==> config.mk <==
export PLATFORM = sky130hd
export DESIGN_NAME = rx_err_stats
export DESIGN_NICKNAME = d
export VERILOG_FILES = /design/src/rtl/rxes_pkg.sv /design/src/rtl/rxes_classify.sv /design/src/rtl/rxes_fcar.sv /design/src/rtl/rxes_counter.sv /design/src/rtl/rx_err_stats.sv
export SDC_FILE = /design/constraint.sdc
export NUM_CORES = 1
export LEC_CHECK = 0
export CAP_MARGIN = 20
export CORE_MARGIN = 2
export CORE_UTILIZATION = 55
export CTS_CLUSTER_SIZE = 28
export DETAILED_ROUTE_END_ITERATION = 8
export HOLD_SLACK_MARGIN = 0.12
export MAX_ROUTING_LAYER = met4
export PLACE_DENSITY = 0.81
export SETUP_SLACK_MARGIN = 0.1
export SYNTH_ARGS = -nofsm -noshare
export SYNTH_HDL_FRONTEND = slang
export SYNTH_SLANG_ARGS = --single-unit
export TNS_END_PERCENT = 1
==> constraint.sdc <==
create_clock -name clk -period 6.2 [get_ports clk]
set_clock_uncertainty 0.05 [all_clocks]
set_input_delay 1.24 -clock clk [delete_from_list [all_inputs] [get_ports clk]]
set_output_delay 1.24 -clock clk [all_outputs]
set_load 0.01 [all_outputs]
==> src/rtl/rxes_pkg.sv <==
package rxes_pkg;
   localparam int NUM_STATS = 6;

   typedef enum logic [2:0] {
      IDX_ALIGN = 3'd0,
      IDX_CODE  = 3'd1,
      IDX_FCAR  = 3'd2,
      IDX_UNDER = 3'd3,
      IDX_OVER  = 3'd4,
      IDX_FRAG  = 3'd5
   } stat_idx_e;

   typedef struct packed {
      logic fcs_ok;
      logic dribble;
      logic vlan;
      logic trunc;
      logic badsym;
   } frame_flags_t;
endpackage

==> src/rtl/rxes_classify.sv <==
module rxes_classify
   import rxes_pkg::*;
#(
   parameter int LEN_W    = 16,
   parameter int MIN_LEN  = 64,
   parameter int MAX_STD  = 1518,
   parameter int MAX_VLAN = 1522
) (
   input  logic                 valid,
   input  logic [LEN_W-1:0]     len,
   input  frame_flags_t         flags,
   input  logic                 fcar_pending,
   output logic [NUM_STATS-1:0] bump
);
   localparam logic [LEN_W-1:0] MIN_L  = LEN_W'(MIN_LEN);
   localparam logic [LEN_W-1:0] STD_L  = LEN_W'(MAX_STD);
   localparam logic [LEN_W-1:0] VLAN_L = LEN_W'(MAX_VLAN);

   logic             is_short, in_range, is_long, clean;
   logic [LEN_W-1:0] limit;

   always_comb begin
      limit    = flags.vlan ? VLAN_L : STD_L;
      is_short = len < MIN_L;
      in_range = (len >= MIN_L) && (len <= STD_L);
      is_long  = len > limit;
      clean    = !flags.dribble && !flags.badsym;

      bump            = '0;
      bump[IDX_ALIGN] = valid && in_range && !flags.fcs_ok && flags.dribble;
      bump[IDX_CODE]  = valid && flags.badsym;
      bump[IDX_FCAR]  = valid && fcar_pending;
      bump[IDX_UNDER] = valid && is_short && flags.fcs_ok && clean;
      bump[IDX_OVER]  = valid && is_long && flags.fcs_ok && clean && !flags.trunc;
      bump[IDX_FRAG]  = valid && is_short && !flags.fcs_ok;
   end
endmodule

==> src/rtl/rxes_fcar.sv <==
module rxes_fcar #(
   parameter int         DW      = 4,
   parameter logic [3:0] FC_CODE = 4'hE
) (
   input  logic          clk,
   input  logic          rst_n,
   input  logic          rx_dv,
   input  logic          rx_er,
   input  logic [DW-1:0] rxd,
   input  logic          report,
   output logic          pending
);
   logic ev;

   assign ev = !rx_dv && rx_er && (rxd == DW'(FC_CODE));

   always_ff @(posedge clk or negedge rst_n) begin
      if (!rst_n)      pending <= 1'b0;
      else if (report) pending <= ev;
      else             pending <= pending | ev;
   end
endmodule

==> src/rtl/rxes_counter.sv <==
module rxes_counter #(
   parameter int CNT_W    = 12,
   parameter bit SATURATE = 1'b1
) (
   input  logic             clk,
   input  logic             rst_n,
   input  logic             ld,
   input  logic [CNT_W-1:0] ld_val,
   input  logic             inc,
   output logic [CNT_W-1:0] q
);
   localparam logic [CNT_W-1:0] TOP = '1;
   logic step;

   generate
      if (SATURATE) begin : g_sat
         assign step = inc && (q != TOP);
      end else begin : g_wrap
         assign step = inc;
      end
   endgenerate

   always_ff @(posedge clk or negedge rst_n) begin
      if (!rst_n)    q <= '0;
      else if (ld)   q <= ld_val;
      else if (step) q <= q + CNT_W'(1);
   end
endmodule

==> src/rtl/rx_err_stats.sv <==
module rx_err_stats
   import rxes_pkg::*;
#(
   parameter int CNT_W    = 12,
   parameter int LEN_W    = 16,
   parameter int DATA_W   = 32,
   parameter int IDX_W    = 3,
   parameter int MIN_LEN  = 64,
   parameter int MAX_STD  = 1518,
   parameter int MAX_VLAN = 1522,
   parameter bit SATURATE = 1'b1
) (
   input  logic              clk,
   input  logic              rst_n,
   input  logic              mii_rx_dv,
   input  logic              mii_rx_er,
   input  logic [3:0]        mii_rxd,
   input  logic              fs_valid,
   input  logic [LEN_W-1:0]  fs_len,
   input  logic              fs_fcs_ok,
   input  logic              fs_dribble,
   input  logic              fs_vlan,
   input  logic              fs_trunc,
   input  logic              fs_badsym,
   input  logic [IDX_W-1:0]  reg_idx,
   input  logic              reg_we,
   input  logic [CNT_W-1:0]  reg_wdata,
   output logic [DATA_W-1:0] reg_rdata
);
   generate
      if (CNT_W > DATA_W)        begin : g_e1 $error("CNT_W wider than DATA_W"); end
      if (MAX_VLAN < MAX_STD)    begin : g_e2 $error("VLAN limit below plain limit"); end
      if ((1 << IDX_W) < NUM_STATS) begin : g_e3 $error("IDX_W too narrow"); end
      if (MAX_VLAN >= (1 << LEN_W)) begin : g_e4 $error("LEN_W too narrow"); end
   endgenerate

   frame_flags_t         flags;
   logic                 pending;
   logic [NUM_STATS-1:0] bump;
   logic [CNT_W-1:0]     cnt_q [NUM_STATS];

   assign flags = '{fcs_ok: fs_fcs_ok, dribble: fs_dribble, vlan: fs_vlan,
                    trunc: fs_trunc, badsym: fs_badsym};

   rxes_fcar #(.DW(4), .FC_CODE(4'hE)) u_fcar (
      .clk(clk), .rst_n(rst_n), .rx_dv(mii_rx_dv), .rx_er(mii_rx_er),
      .rxd(mii_rxd), .report(fs_valid), .pending(pending)
   );

   rxes_classify #(
      .LEN_W(LEN_W), .MIN_LEN(MIN_LEN), .MAX_STD(MAX_STD), .MAX_VLAN(MAX_VLAN)
   ) u_cls (
      .valid(fs_valid), .len(fs_len), .flags(flags),
      .fcar_pending(pending), .bump(bump)
   );

   genvar k;
   generate
      for (k = 0; k < NUM_STATS; k++) begin : g_cnt
         logic sel;
         assign sel = reg_we && (reg_idx == IDX_W'(k));
         rxes_counter #(.CNT_W(CNT_W), .SATURATE(SATURATE)) u_c (
            .clk(clk), .rst_n(rst_n), .ld(sel), .ld_val(reg_wdata),
            .inc(bump[k]), .q(cnt_q[k])
         );
      end
   endgenerate

   always_comb begin
      reg_rdata = '0;
      for (int i = 0; i < NUM_STATS; i++)
         if (reg_idx == IDX_W'(i)) reg_rdata[CNT_W-1:0] = cnt_q[i];
   end
endmodule

* After elaboration in Yosys (flattened, before gate mapping)
Cells that the tools add are included.
** Word-level totals
- Register bits after elaboration :: 73
- Bits of input ports :: 46
- Output and inout bits :: 32
- Word-level logic and storage cells :: 91
** Cells by class
- Add/sub/neg operators :: 6
- Magnitude comparators :: 4
- Equality and inequality tests :: 12
- Multiplexer cells :: 20
- Bitwise operators :: 1
- Reductions and logical operators :: 41
** Operators with widths (number)
- $mux 12 :: 18
- $add 12x1->12 const B :: 6
- $ne 12x12->1 const B :: 6
- $logic_and 1x1->1 :: 29
- $ge 16x7->1 const B :: 1
- $gt 16x16->1 :: 1
- $le 16x11->1 const B :: 1
- $lt 16x7->1 const B :: 1
- $reduce_bool 2->1 :: 6
- $eq 3x2->1 const B :: 2
- $eq 3x3->1 const B :: 2
- $logic_not 1->1 :: 5
- $mux 5 :: 1
- $eq 4x4->1 const B :: 1
- $eq 3x1->1 const B :: 1
- $logic_not 3->1 :: 1
- $mux 1 :: 1
- $or 1x1->1 :: 1

* Logic depth before layout (Yosys ltp)
Gate-level depths: netlist (run 1).
- Depth after elaboration :: 9
- Gate-level depth with buffers :: 9
- Mapped depth without buffers :: 8

* Hierarchy
From an unflattened synthesis (run 1), not the netlist that was laid out.
** Unflattened totals
- Cell total of the unflattened synthesis :: 630
- Area, all modules :: 5550.3 sq um
** Modules (own cells, without submodules)
- rxes_counter :: instances 6, cells an instance 82, area each 721.9 sq um, sequential area each 300.3 sq um
- rx_err_stats :: instances 1, cells an instance 101, area each 930.9 sq um, sequential area each 0.0 sq um
- rxes_classify :: instances 1, cells an instance 33, area each 237.7 sq um, sequential area each 0.0 sq um
- rxes_fcar :: instances 1, cells an instance 4, area each 50.0 sq um, sequential area each 25.0 sq um

* Worst setup path after synthesis (run 1)
OpenSTA, ideal clock, no wires.
- Kind :: input to output
- From :: in reg_idx[0]
- To :: out reg_rdata[9]
- Arrival :: 2555 ps
- Required time :: 4910 ps
- Slack :: 2355 ps
- Cell stages on the path :: 5
- Path buffers :: 3
- Path through :: buf_2 -> buf_1 -> clkbuf_1 -> mux2i_1 -> o21ai_0
** Between the ends
- Cells in the longest elaborated chain, start to end :: 7
- Elaborated cells on any way between the ends :: 12
- Those cells by class :: eq/ne: 5; mux: 6; reduce/logical: 1
** Ends and longest elaborated chain
- from (decl) :: RTL line rx_err_stats.sv:25 : input logic [IDX_W-1:0] reg_idx,
- $logic_not 3->1 :: RTL line rx_err_stats.sv:72 : if (reg_idx == IDX_W'(i)) reg_rdata[CNT_W-1:0] = cnt_q[i];
- $mux 12 (5 in a row) :: RTL line rx_err_stats.sv:72
- $mux 12 * :: RTL line rx_err_stats.sv:72
- to (decl) :: RTL line rx_err_stats.sv:28 : output logic [DATA_W-1:0] reg_rdata
Every way passes the cells marked *; elsewhere a longest branch is shown, timed or not.

* Worst setup path in the final report (run 1)
- From :: in reg_idx[1]
- To :: out reg_rdata[2]
Same word-level chain as after synthesis.

==> reports/results.ini, run 1 <==
[drt]
viasPerCell=6.15
wl_met3_mm=1.16
drt-total-wl_mm=14.6
per_cell_routed_wire_length_um=19.6
wirelength_met1_mm=6.13
drtPass1Iterations=8
num_vias=4585
top_layer_used=met4
ant_nets=0
met2_length_mm=6.74
detail_route.iter0.violations=321
detailed_route_drc_error_count=0

[worst_setup_path]
crit_startpoint=reg_idx[1]
crit_path_cell_trace=clkdlybuf4s50_1 > nor2_1 > and2_1 > nand2_1 > o221ai_1 > clkdlybuf4s50_1
max_stage_delay_ps=800
cp_max_fo=20
rr_worst_depth=8
critical_path_arrival_ps=3630
critical_path_required_ps=4910
worstReg2RegStart=g_cnt[4].u_c.q[0]
critical_path_cell_with_the_highest_stage_delay=sky130_fd_sc_hd__clkdlybuf4s50_1
crit_family=buffers and inverters
setup.worst_path.start_class=input port
cpMostUsedCell=sky130_fd_sc_hd__clkdlybuf4s50_1
reg2reg_setup_slack_ps=3780
crit_buf_inv=2
crit_path_end_kind=output port
reg2reg_capture_point=g_cnt[4].u_c.q[8]
worst-setup-path-type=in2out

[grt]
grt_start_max_net_pins=74
globalRouteTotalUtil=0.313
antenna_found_initial=0
grt_first_pass_wirelength_mm=23.2
sum_of_overflow_across_all_layers_after_global_routing=0
vias_in_the_first_global_route=4449

[hold_path]
hold_path_depth=2
hold_start=u_fcar.pending
whs_endpoint=u_fcar.pending
min_path_type=reg2reg

[cts]
cts.sink_count=73
htreeDepth=3
later_pin_clock_latency_in_the_skew_report_ps=350
ctsResizeCount=0
tritoncts=done
postCtsSetupRepairBufs=0
ctsRootBufferMaster=sky130_fd_sc_hd__clkbuf_8
clk_pin_slew_worst_paths_ps=80
hold_buffers=0
number_of_clock_buffers_inserted_by_tritoncts=9
max-clock-path-buffers=2

[yosys]
synthSimpleGateAreaFrac=0.249
yosysUniqueCellTypes=55
synth-async-reset-ratio=1.00
synth-compound-area-share=0.125
synth.cell_area_um2=5090
netlist_instances=585
ys_ff_latch=73
synth_sequential_area_ratio=0.359
number_of_enable_type_register_cells_in_the_synthesized_netlist=0
yosysWarnings=0
synth_top_family_by_area=simple AND/OR/NAND/NOR gates
mux_contribution_to_synthesized_area=0.0674
syn-mean-instance-area_um2=8.70
most_common_flop_cell_mapped_by_yosys=sky130_fd_sc_hd__dfrtp_1
synth_xor_xnor_area_share=0.110
post_synth_fa_ha_maj_area_fraction=0.0221

[sta]
grt_setup_unrepaired=false
period_share=0.794
worst_slew_margin_relative_to_its_limit=0.380
final_report_hold_violation_count=0
fin_ws_ps=1280
tightest_slew_ps=930
final-max-slew-violation-count=0
report.final.setup_viol=0
finalWorstPathRequiredPeriod_ps=4920
fmaxAchievable_mhz=203
setup_tns_ps=0

[die]
dieHeight_um=100
initial_core_util=0.559
row_count=35
core_area_um2=9110
dieArea_um2=10000
ios=78
fp.dieW_um=100

[cells_and_area]
num-nets-final=684
finalNonFillerCells=745
seq_area_um2=1830
final_layout_size_suffix_gt1_frac=0.0615
area_taken_by_multi_input_logic_gates_um2=3000
area_growth_syn_to_fin_pct=13.7
antenna_cells=0
fillerInstances=773

[pwr]
ir_drop_worst_vdd_v=0.000150
powerDensity_nw_per_um2=266
static-leakage-power_uw=0.00227
design_power_total_uw=1540

[outcome]
status=complete, no violations

[run]
drv_cap=0

[placed_design]
numPlacedInstances=728
dp_hpwl_mm=10.7
place_congestion=0.918
port_buffers=57
pre_cts_slack_ps=1340

-- cells in the final DEF (no fill, tap or decap), types with 5 or more instances in the layout --
cell and n:
sky130_fd_sc_hd__conb_1 20, sky130_fd_sc_hd__clkdlybuf4s50_1 56, sky130_fd_sc_hd__nand3_1 39, sky130_fd_sc_hd__mux4_2 6, sky130_fd_sc_hd__inv_1 7, sky130_fd_sc_hd__nor3_1 5
sky130_fd_sc_hd__nor2_1 40, sky130_fd_sc_hd__nand2_1 79, sky130_fd_sc_hd__nand4_1 22, sky130_fd_sc_hd__ha_1 9, sky130_fd_sc_hd__mux2_2 6, sky130_fd_sc_hd__a21oi_1 29
sky130_fd_sc_hd__a22oi_1 10, sky130_fd_sc_hd__xor2_1 47, sky130_fd_sc_hd__and2_1 5, sky130_fd_sc_hd__clkbuf_8 10, sky130_fd_sc_hd__dfrtp_1 73, sky130_fd_sc_hd__o221ai_1 5
sky130_fd_sc_hd__and3_1 20, sky130_fd_sc_hd__o21ai_0 50, sky130_fd_sc_hd__xnor2_1 17, sky130_fd_sc_hd__nand4b_1 5, sky130_fd_sc_hd__mux2i_1 14
-- cell families after synthesis --
logic type | count (synthesis)
flops | 73
buf+inv | 55
xor+xnor | 64
fa+ha+maj | 9
other cells | 1
mux | 26
simple gates | 247
compound gates | 110
-- per-stage QoR --
step / hold WS (ps) / utilization / cell area [µm²]
after floorplan: 447 / - / 5160
after global placement: 467 / 0.612 / 5580
after detailed placement: 469 / 0.614 / 5590
after CTS: 484 / 0.634 / 5780
after global routing: 510 / 0.635 / 5780
final: 482 / 0.635 / 5780
-- registers in the layout, indices dropped and copies added, names as in the netlist --
signal / count
u_fcar.pending: 1
g_cnt.u_c.q: 72
-- area by class of cell --
type,count,share of cell area
Multi-Input combinational cell,476,0.518
Clock buffer,13,0.0257
Clock inverter,3,0.00692
Inverter,7,0.00454
Tap cell,111,0.0240
Sequential cell,73,0.316
Timing Repair Buffer,62,0.105
-- how the worst max path moves through the flow --
stage	slack [ps]	cells past startpoint	endpoint
CTS	1330	7	reg_rdata[10]
global placement	1360	7	reg_rdata[10]
floorplan	2350	5	reg_rdata[9]
detailed placement	1340	7	reg_rdata[10]
finish	1280	6	reg_rdata[2]
global route	1180	6	reg_rdata[2]
-- per-layer routing --
layer / up-vias / track usage
met5: - / -
met4: 0 / 0.130
met3: 35 / 0.0439
met2: 225 / 0.487
met1: 2182 / 0.415
li1: 2143 / -
-- worst reg2reg max path: stages (launching register included) --
cell                      delay (ps)
sky130_fd_sc_hd__dfrtp_1         430
sky130_fd_sc_hd__ha_1            260
sky130_fd_sc_hd__and4_1          250
sky130_fd_sc_hd__nand4_1         100
sky130_fd_sc_hd__nor3b_1         380
sky130_fd_sc_hd__buf_2           270
sky130_fd_sc_hd__nand4_1         140
sky130_fd_sc_hd__xnor2_1         180
sky130_fd_sc_hd__mux2_2          260
-- Yosys cell counts, drive strengths merged, types with 2 or more instances --
cell,number,area (µm²)
mux2i,14,140
nor3,5,25.0
clkbuf,15,56.3
a211oi,2,15.0
o221ai,5,43.8
nand4b,5,43.8
nand3b,3,22.5
o21ai,52,260
a31oi,3,18.8
xor2,47,412
and3,24,155
nand4,22,138
a21oi,29,145
nand2b,2,12.5
inv,7,26.3
nand2,79,297
mux4,6,135
nor4,3,18.8
and2,5,31.3
nor2b,3,18.8
nor2,40,150
or4,3,26.3
ha,9,113
nand3,39,195
dfrtp,73,1830
a22oi,10,75.1
buf,32,219
nor3b,5,53.8
mux2,6,67.6
and4,5,45.0
xnor2,17,149
-- power breakdown --
part           internal [µW]  switching [µW]
Sequential               584             174
Clock                    196             173
Combinational            213             195
(Power assumes the default switching activity.)
==> run 2: changes to the inputs <==
==> constraint.sdc (replaced) <==
create_clock -name clk -period 4.95 [get_ports clk]
set_clock_uncertainty 0.05 [all_clocks]
set_input_delay 0.99 -clock clk [delete_from_list [all_inputs] [get_ports clk]]
set_output_delay 0.99 -clock clk [all_outputs]
set_load 0.01 [all_outputs]
==> reports/results.ini, run 2 (synthesized netlist as in run 1, its figures left out) <==
[outcome]
status=complete, no violations

[sta]
worst_slew_margin_relative_to_its_limit=0.425  ; +0.0454
fmaxAchievable_mhz=226
tightest_slew_ps=860  ; -70.5 ps
finalWorstPathRequiredPeriod_ps=4420
period_share=0.894
report.final.setup_viol=0  ; unchanged
grt_setup_unrepaired=false
final_report_hold_violation_count=0  ; unchanged
setup_tns_ps=0  ; unchanged
final-max-slew-violation-count=0  ; unchanged
finalHoldWorstSlack_ps=489  ; +7.09 ps

[worst_setup_path]
critical_path_required_ps=3910  ; -1000 ps
crit_path_end_kind=output port
crit_path_cell_trace=clkdlybuf4s50_1 > nor2_1 > and2_1 > nand2_1 > o221ai_1 > clkdlybuf4s50_1
cpMostUsedCell=sky130_fd_sc_hd__clkdlybuf4s50_1
worst-setup-path-type=in2out
crit_buf_inv=2  ; unchanged
critical_path_arrival_ps=3380  ; -250 ps
cp_max_fo=20  ; unchanged
crit_family=buffers and inverters
setup.worst_path.start_class=input port
critical_path_cell_with_the_highest_stage_delay=sky130_fd_sc_hd__clkdlybuf4s50_1
max_stage_delay_ps=790  ; about the same

[cells_and_area]
area_growth_syn_to_fin_pct=14.6
postLayoutCoreUtil=0.640  ; +0.00522
area_taken_by_multi_input_logic_gates_um2=3000  ; unchanged
final_layout_size_suffix_gt1_frac=0.0647  ; +0.00315
fillerInstances=753  ; -2.6%
seq_area_um2=1830  ; unchanged
most_common_library_cell_in_the_layout_ignoring_fill_and_taps=sky130_fd_sc_hd__nand2_1
finish.instance_area_um2=5830  ; +0.82%
max_flop_register=g_cnt.u_c.q
largest_register_ffs=72  ; unchanged
antenna_cells=0  ; unchanged
layout_common_cells=sky130_fd_sc_hd__nand2_1 (79), sky130_fd_sc_hd__dfrtp_1 (73), sky130_fd_sc_hd__clkdlybuf4s50_1 (56)
registers_with_the_most_flip_flops=g_cnt.u_c.q: 72 flops, u_fcar.pending: 1 flops
num-nets-final=685  ; +0.15%

[cts]
tritoncts=done
later_pin_clock_latency_in_the_skew_report_ps=350  ; about the same
max-clock-path-buffers=2  ; unchanged
number_of_clock_buffers_inserted_by_tritoncts=9  ; unchanged
ctsResizeCount=0  ; unchanged
clk_pin_slew_worst_paths_ps=90  ; about the same
postCtsSetupRepairBufs=0  ; unchanged
ctsRootBufferMaster=sky130_fd_sc_hd__clkbuf_8
hold_buffers=0  ; unchanged
htreeDepth=3  ; unchanged
cts.sink_count=73  ; unchanged

[run]
drv_cap=0  ; unchanged

[placed_design]
port_buffers=57  ; unchanged
place_congestion=0.913  ; -0.47%
cell_area_after_placement_um2=5590  ; about the same
dp_hpwl_mm=10.9  ; +1.8%

[grt]
grt_first_pass_wirelength_mm=22.8  ; -1.5%
globalRouteTotalUtil=0.312  ; -0.00115
grt_start_max_net_pins=39  ; -47%
antenna_found_initial=0  ; unchanged
vias_in_the_first_global_route=4274  ; -3.9%
sum_of_overflow_across_all_layers_after_global_routing=0  ; unchanged

[drt]
per_cell_routed_wire_length_um=19.7  ; +0.65%
ant_nets=0  ; unchanged
detail_route.iter0.violations=475  ; +48%
viasPerCell=6.18  ; +0.46%
num_vias=4606  ; +0.46%
drt-total-wl_mm=14.7  ; +0.65%
drtPass1Iterations=5  ; -3
detailed_route_drc_error_count=0  ; unchanged

[die]
initial_core_util=0.559  ; unchanged
core_area_um2=9110  ; unchanged
row_count=35  ; unchanged
ios=78  ; unchanged
fp.dieW_um=100  ; unchanged
dieHeight_um=100  ; unchanged
dieArea_um2=10000  ; unchanged

[hold_path]
min_path_type=reg2reg

[pwr]
powerDensity_nw_per_um2=343  ; +29%
static-leakage-power_uw=0.00230  ; +1.0%
ir_drop_worst_vdd_v=0.000193  ; +29%

==> run 2: changes by cell type in the layout (fill, tap and decap cells not counted), sizes merged <==
| cell | delta |
|---|---|
| buf | +1 |
| bufinv | +1 |
| clkinv | -2 |
==> run 2: final cells by class <==
cell class              instances  area share
flip-flops and latches         73       0.313
inverters                       7     0.00451
clock inverters                 2      0.0103
repair buffers                 63       0.105
clock buffers                  13      0.0290
well taps                     111      0.0238
multi-input cells             476       0.514
==> run 2: worst reg2reg max path, cell delays in order (launching register included) <==
cell and delay, ps:
sky130_fd_sc_hd__dfrtp_1 430, sky130_fd_sc_hd__ha_1 250, sky130_fd_sc_hd__and4_1 240, sky130_fd_sc_hd__nand4_1 90
sky130_fd_sc_hd__nor3b_1 380, sky130_fd_sc_hd__buf_2 270, sky130_fd_sc_hd__nand4_1 150, sky130_fd_sc_hd__xnor2_1 190
sky130_fd_sc_hd__mux2_2 250
==> run 2: report_power, final <==
part,switching (µW),total (µW),internal [µW]
combinational,238,505,267
sequential,226,957,732
clock,217,540,323
total,681,2000,1320
==> run 2: worst paths after layout <==
check                                        from            endpoint  slack [ps]  cells past startpoint
min in group asynchronous                   rst_n   g_cnt[1].u_c.q[3]         690                      1
worst max register to register  g_cnt[4].u_c.q[0]   g_cnt[4].u_c.q[8]        2540                      8
max in group asynchronous                   rst_n  g_cnt[0].u_c.q[11]        3140                      2
worst min-delay path               u_fcar.pending      u_fcar.pending         490                      2
worst max-delay path                   reg_idx[1]        reg_rdata[2]         530                      6
worst min register to register     u_fcar.pending      u_fcar.pending         490                      2
==> run 2: through the flow <==
stage	total power (µW)	worst slack, ps	std cells
finish	2000	527	745
global route	2110	356	745
CTS	2000	574	743
detailed placement	1460	575	728
global placement	1440	572	728
floorplan	1220	1600	604
==> run 2: layer usage <==
| layer | track usage | up-vias | routed length [µm] |
|---|---|---|---|
| li1 | - | 2144 | - |
| met1 | 0.402 | 2213 | 5970 |
| met2 | 0.507 | 203 | 6960 |
| met3 | 0.0397 | 46 | 1150 |
| met4 | 0.117 | 0 | 588 |
| met5 | - | - | 0 |
